`config.mk`:
```
export PLATFORM = sky130hd
export DESIGN_NAME = core_tick_timer
export DESIGN_NICKNAME = d
export VERILOG_FILES = /design/src/rtl/core_tick_timer.sv
export SDC_FILE = /design/constraint.sdc
export NUM_CORES = 1
export LEC_CHECK = 0
export ABC_CLOCK_PERIOD_IN_PS = 4800
export CAP_MARGIN = 20
export CORE_ASPECT_RATIO = 1.5
export CORE_MARGIN = 3
export CORE_UTILIZATION = 58
export DETAILED_ROUTE_END_ITERATION = 10
export DONT_BUFFER_PORTS = 1
export GPL_ROUTABILITY_DRIVEN = 0
export GPL_TIMING_DRIVEN = 0
export PLACE_DENSITY = 0.8
export SLEW_MARGIN = 20
export SYNTH_ARGS = -nofsm -noshare
export SYNTH_HDL_FRONTEND = slang
export SYNTH_SLANG_ARGS = --single-unit
```
`constraint.sdc`:
```
create_clock -name clk -period 4.8 [get_ports clk]
set_input_delay 1.44 -clock clk [delete_from_list [all_inputs] [get_ports clk]]
set_output_delay 1.44 -clock clk [all_outputs]
set_load 0.02 [all_outputs]
```
`src/rtl/core_tick_timer.sv`:
```
module core_tick_timer #(
  parameter int CNT_W = 32,
  parameter int PRE_W = 8
) (
  input  logic             clk,
  input  logic             rst_n,
  input  logic             wr_en,
  input  logic [1:0]       wr_sel,
  input  logic [CNT_W-1:0] wr_data,
  input  logic [1:0]       clk_ratio,
  output logic             irq,
  output logic [CNT_W-1:0] count
);
  localparam logic [1:0] SEL_PRE = 2'd0;
  localparam logic [1:0] SEL_CNT = 2'd1;
  localparam logic [1:0] SEL_PER = 2'd2;
  localparam logic [1:0] SEL_CTL = 2'd3;

  logic [PRE_W-1:0] pre_q, pcnt_q, eff;
  logic [CNT_W-1:0] cnt_q, per_q;
  logic             en_q, auto_q, irq_q;
  logic [1:0]       shift;
  logic [PRE_W:0]   div_full, div_scaled;
  logic             tick, cnt_wr;

  assign shift      = clk_ratio[1] ? 2'd2 : {1'b0, clk_ratio[0]};
  assign div_full   = {1'b0, pre_q} + 1'b1;
  assign div_scaled = div_full >> shift;
  assign eff        = (div_scaled == '0) ? '0 : PRE_W'(div_scaled - 1'b1);
  assign tick       = en_q && (pcnt_q >= eff);
  assign cnt_wr     = wr_en && (wr_sel == SEL_CNT);
  assign irq        = irq_q;
  assign count      = cnt_q;

  always_ff @(posedge clk or negedge rst_n) begin
    if (!rst_n) begin
      pre_q  <= '0;
      per_q  <= '0;
      en_q   <= 1'b0;
      auto_q <= 1'b0;
    end else if (wr_en) begin
      case (wr_sel)
        SEL_PRE: pre_q <= wr_data[PRE_W-1:0];
        SEL_PER: per_q <= wr_data;
        SEL_CTL: begin
          en_q   <= wr_data[0];
          auto_q <= wr_data[1];
        end
        default: ;
      endcase
    end
  end

  always_ff @(posedge clk or negedge rst_n) begin
    if (!rst_n)    pcnt_q <= '0;
    else if (en_q) pcnt_q <= tick ? '0 : pcnt_q + 1'b1;
  end

  always_ff @(posedge clk or negedge rst_n) begin
    if (!rst_n) begin
      cnt_q <= '0;
      irq_q <= 1'b0;
    end else if (cnt_wr) begin
      cnt_q <= wr_data;
      irq_q <= 1'b0;
    end else if (tick && cnt_q == CNT_W'(1)) begin
      cnt_q <= auto_q ? per_q : '0;
      irq_q <= 1'b1;
    end else begin
      irq_q <= 1'b0;
      if (tick && cnt_q != '0) cnt_q <= cnt_q - 1'b1;
    end
  end

  a_r5_irq_after_one: assert property (@(posedge clk) disable iff (!rst_n)
    irq |-> ($past(cnt_q) == CNT_W'(1)) && $past(tick));

  a_r5_reload_value: assert property (@(posedge clk) disable iff (!rst_n)
    irq |-> cnt_q == ($past(auto_q) ? $past(per_q) : '0));

  a_r8_freeze: assert property (@(posedge clk) disable iff (!rst_n)
    (!en_q && !cnt_wr) |=> ($stable(cnt_q) && $stable(pcnt_q) && !irq));

  a_r6_zero_hold: assert property (@(posedge clk) disable iff (!rst_n)
    (cnt_q == '0 && !cnt_wr) |=> (cnt_q == '0 && !irq));

  a_r7_write_wins: assert property (@(posedge clk) disable iff (!rst_n)
    cnt_wr |=> (cnt_q == $past(wr_data) && !irq));

  a_r1_step_down: assert property (@(posedge clk) disable iff (!rst_n)
    (tick && cnt_q > CNT_W'(1) && !cnt_wr) |=> cnt_q == $past(cnt_q) - 1'b1);

  a_r4_phase_restart: assert property (@(posedge clk) disable iff (!rst_n)
    tick |=> pcnt_q == '0);
endmodule

```
==> impl_summary.txt <==
----------------------------------------------------
[Placement]
  Post-detailed-placement half-perimeter wirelength ... about 12 mm
  Cell area after placement ... 0.005633 mm²
  Pre-CTS setup slack ... -0.7823 ns
  Input/output buffers ... 0
  Instance count after placement with tap cells included ... just over 700

[Floorplan]
  Core region area ... just under 0.009 mm²
  Full die area ... about 0.010 mm²
  Initial Util ... about three fifths
  Rows ... 42
  Top-level port count ... 72
  Die Wd ... approximately 85 µm
  Overall die height ... approximately 120 µm

[Route]
  Via-per-instance ratio ... roughly 7.0
  Number of vias in the routed layout ... 5,196
  Remaining routing DRC violations ... 0
  Final routed wirelength across all metal layers ... approximately 17 mm
  Count of routing violations after the opening detailed-route iteration ... 388
  Remaining number of nets flagged by the antenna check after routing ... 0
  Number of detailed-route iterations in the first pass ... 5
  Avg WL per Cell ... around 22 µm

[STA]
  Final Setup Violations ... 0
  Portion of the clock cycle consumed by the worst path in the final layout ... a little over nine tenths
  Clock Skews ... around 0.0072 ns
  Transition time at the pin with the least slew margin ... ~0.74 ns
  Slew Limit Fails ... 0
  RSZ-0062 raised after global routing ... true
  Max frequency ... approximately 210 MHz
  Smallest hold slack ... between 0.5 and 0.6 ns
  Slack of the critical path ... around 0.062 ns
  Total count of hold-check failures in the final report ... 0
  Normalized max-slew margin ... 50.47%
  Post-route minimum period ... approximately 4.7 ns
  Setup TNS after final layout ... 0 ns

[Logic synthesis]
  Synth Register Bits ... 83
  Sequential element share of the synthesized area ... 38.63%
  Ys Warns ... 0
  Post-synth ARST share ... 100.0%
  Ys flop type ... dfrtp_1
  Per-instance average area after synthesis ... around 9.0 µm²
  Instance count of the mapped netlist ... 597
  Number of flops mapped to enable cells by yosys ... 0
  Unique cell type count in the Yosys netlist ... 66
  Net count after synthesis ... around 650
  Post-synthesis cell area ... ~0.0054 mm²

[Min path]
  Type of the tightest min-delay check ... reg -> reg

[CTS]
  CTS H-tree lvls ... 3
  Cell chosen for the clock root ... clkbuf_16
  Clk buf depth ... 2
  Insertion delay to the later sink of the worst-skew pair ... 0.34 ns
  Number of sinks on the clock net ... between 80 and 90
  Number of buffers inserted by hold repair at cts ... 0
  Clock transition at the registers of the reported paths ... around 0.060 ns
  Number of buffers created by CTS ... 9
  TritonCTS clock tree ... done

[Global route]
  Busiest grt layer ... met2
  Largest net degree at the start of global routing ... 84
  Met1 capacity usage during global routing ... about a third
  Total GRT Usage ... 31.14%
  Global-route wire length before repair ... 25.74 mm
  Number of antenna violations at the first check in global routing ... 0
  Vias in the first global route ... ~5,200
  Met3 Use GR ... approximately 7.4%
  Met2 layer usage reported by global route ... a little under three fifths
  Total congestion overflow ... 0

[Worst setup path]
  Launch instance of the worst register-to-register path ... pre_q[0]
  Worst setup SP type ... input pin
  Required time at the endpoint of the critical path ... 5.02 ns
  Arrival time of data at the critical path endpoint ... slightly below 5 ns
  Sort of element at the end of the critical path ... register
  Maximum fanout along the worst path ... 10
  Origin of the worst setup path ... clk_ratio[1]
  FF-to-FF path depth ... 17
  Worst R2R Setup Slack ... roughly 0.24 ns
  R2R Path End ... count[5]
  CP endpoint ... count[5]
  Crit Path Class ... in -> reg

[Cells and area]
  Post-route design area ... between 0.006 and 0.007 mm²
  Layout overhead on the synthesized area ... 16.31%
  Final non-filler cell total ... 740
  Final antenna diode count ... 0
  Layout Utilization ... 70.00%
  Nets ... about 680
  Fraction of final layout cells with drive strength greater than 1 ... 21.59%

[Pwr]
  Power density relative to cell area ... between 500 and 600 mW/mm²
  Overall power consumption ... between 3 and 4 mW
  Worst-case vdd ir drop ... slightly below 0.4 mV
  Lkg Pwr ... 2.470 nW

[Run]
  Number of maximum-capacitance constraint violations ... 0

[Outcome]
  Run status ... finished, final reports clean

----------------------------------------------------
==> synth_stat cells, drive strengths merged, types with 3 or more instances <==
cell type	n	area, µm²
a21o	3	22.52
or4	3	26.27
a22oi	3	22.52
ha	12	150.1
nand2b	4	25.02
a21oi	48	240.2
nor3	22	115.1
a31oi	3	18.77
and3	5	31.28
a2bb2oi	3	26.28
inv	11	41.29
and4	3	26.28
xor2	14	122.6
a211oi	6	45.04
or3	4	25.02
o22ai	3	18.77
nor2	57	214.0
o21a	3	22.52
o32ai	4	50.05
dfrtp	83	2077
nand2	57	216.5
buf	15	95.09
nor2b	5	31.28
mux2	41	461.7
or2	6	37.54
clkbuf	18	67.56
xnor2	16	140.1
and2	4	26.28
a311oi	12	105.1
o31ai	9	67.56
nand3	24	120.1
a2111oi	3	28.78
nand4	8	50.05
nor4	12	90.09
o21ai	40	200.2
a211o	7	61.31
==> worst min path at each step <==
| stage | start | to | slack, ns | cells past startpoint |
|---|---|---|---|---|
| finish | per_q[11] | per_q[11] | 0.51 | 1 |
| detailed placement | per_q[4] | per_q[4] | 0.49 | 1 |
| floorplan | per_q[10] | per_q[10] | 0.47 | 1 |
| global placement | per_q[1] | per_q[1] | 0.49 | 1 |
| CTS | per_q[18] | per_q[18] | 0.51 | 1 |
| global route | per_q[10] | per_q[10] | 0.52 | 1 |
==> layout make-up <==
type                       instances  area (µm²)
buffer                            33       193.9
clock buffer                       9       225.2
clock inverter                     7       140.1
fill                             671        2680
inverter                          11       41.29
multi-input combinational        470        3309
sequential                        83        2077
tap                              110       137.6
timing repair buffer              17       128.9
==> logic make-up after synthesis <==
family / share of synthesized area [%]
muxes: 8.960
and+or+nand+nor: 20.81
xor gates and xnor gates: 4.887
AOI/OAI and AO/OA: 20.13
buffers and inverters: 3.793
adders and majority gates: 2.793
DFF: 38.63
==> power by group <==
part / total [mW] / internal (mW) / switching (mW)
clock: 0.836 / 0.559 / 0.276
sequential: 1.34 / 0.904 / 0.436
combinational: 1.31 / 0.578 / 0.733
total: 3.49 / 2.04 / 1.44
==> per-layer routing <==
layer	part of all wire (%)	vias to the layer above
met5	0	-
met4	4.3	0
met3	8.2	72
met2	52	321
met1	35	2536
li1	-	2267
==> layout by cell type (no fill, tap or decap), drive strengths merged, types with 5 or more instances in the layout <==
cell	netlist	final
nor4	12	12
a211oi	6	6
inv	11	11
a311oi	12	12
nor3	22	22
o31ai	9	9
and3	5	5
nor2	57	57
nand4	8	8
ha	12	12
mux2	41	41
xor2	14	14
a21oi	48	48
or2	6	6
dfrtp	83	83
a211o	7	7
xnor2	16	16
o21ai	40	40
nand2	57	57
buf	15	34
nand3	24	24
clkbuf	18	25
nor2b	5	5
==> what timing repair did <==
action                                  in CTS  in global routing
pin swaps                                    6                 12
endpoints found under the setup margin      32                 32
resized for setup                           10                 25
gates cloned                                 1                  0
buffers inserted                             9                  8
==> worst max-delay path, cell delays in order <==
cell and delay (ns):
buf_4 0.15, or2_4 0.24, a2111oi_4 0.25, nand3_2 0.14, o32ai_4 0.19, buf_6 0.16, nor2b_1 0.15, mux2i_1 0.22
a2bb2oi_1 0.11, ha_1 0.31, nand4_1 0.12, or2_4 0.27, o32ai_4 0.40, o21ai_2 0.17, nand2_2 0.21, o31ai_1 0.12
a221o_1 0.30
==> registers in the layout, summed over array words and instances (netlist names) <==
signal / count
auto_q: 1
count: 32
en_q: 1
irq: 1
pcnt_q: 8
per_q: 32
pre_q: 8
Note: power is estimated with default switching activity, not from simulation.
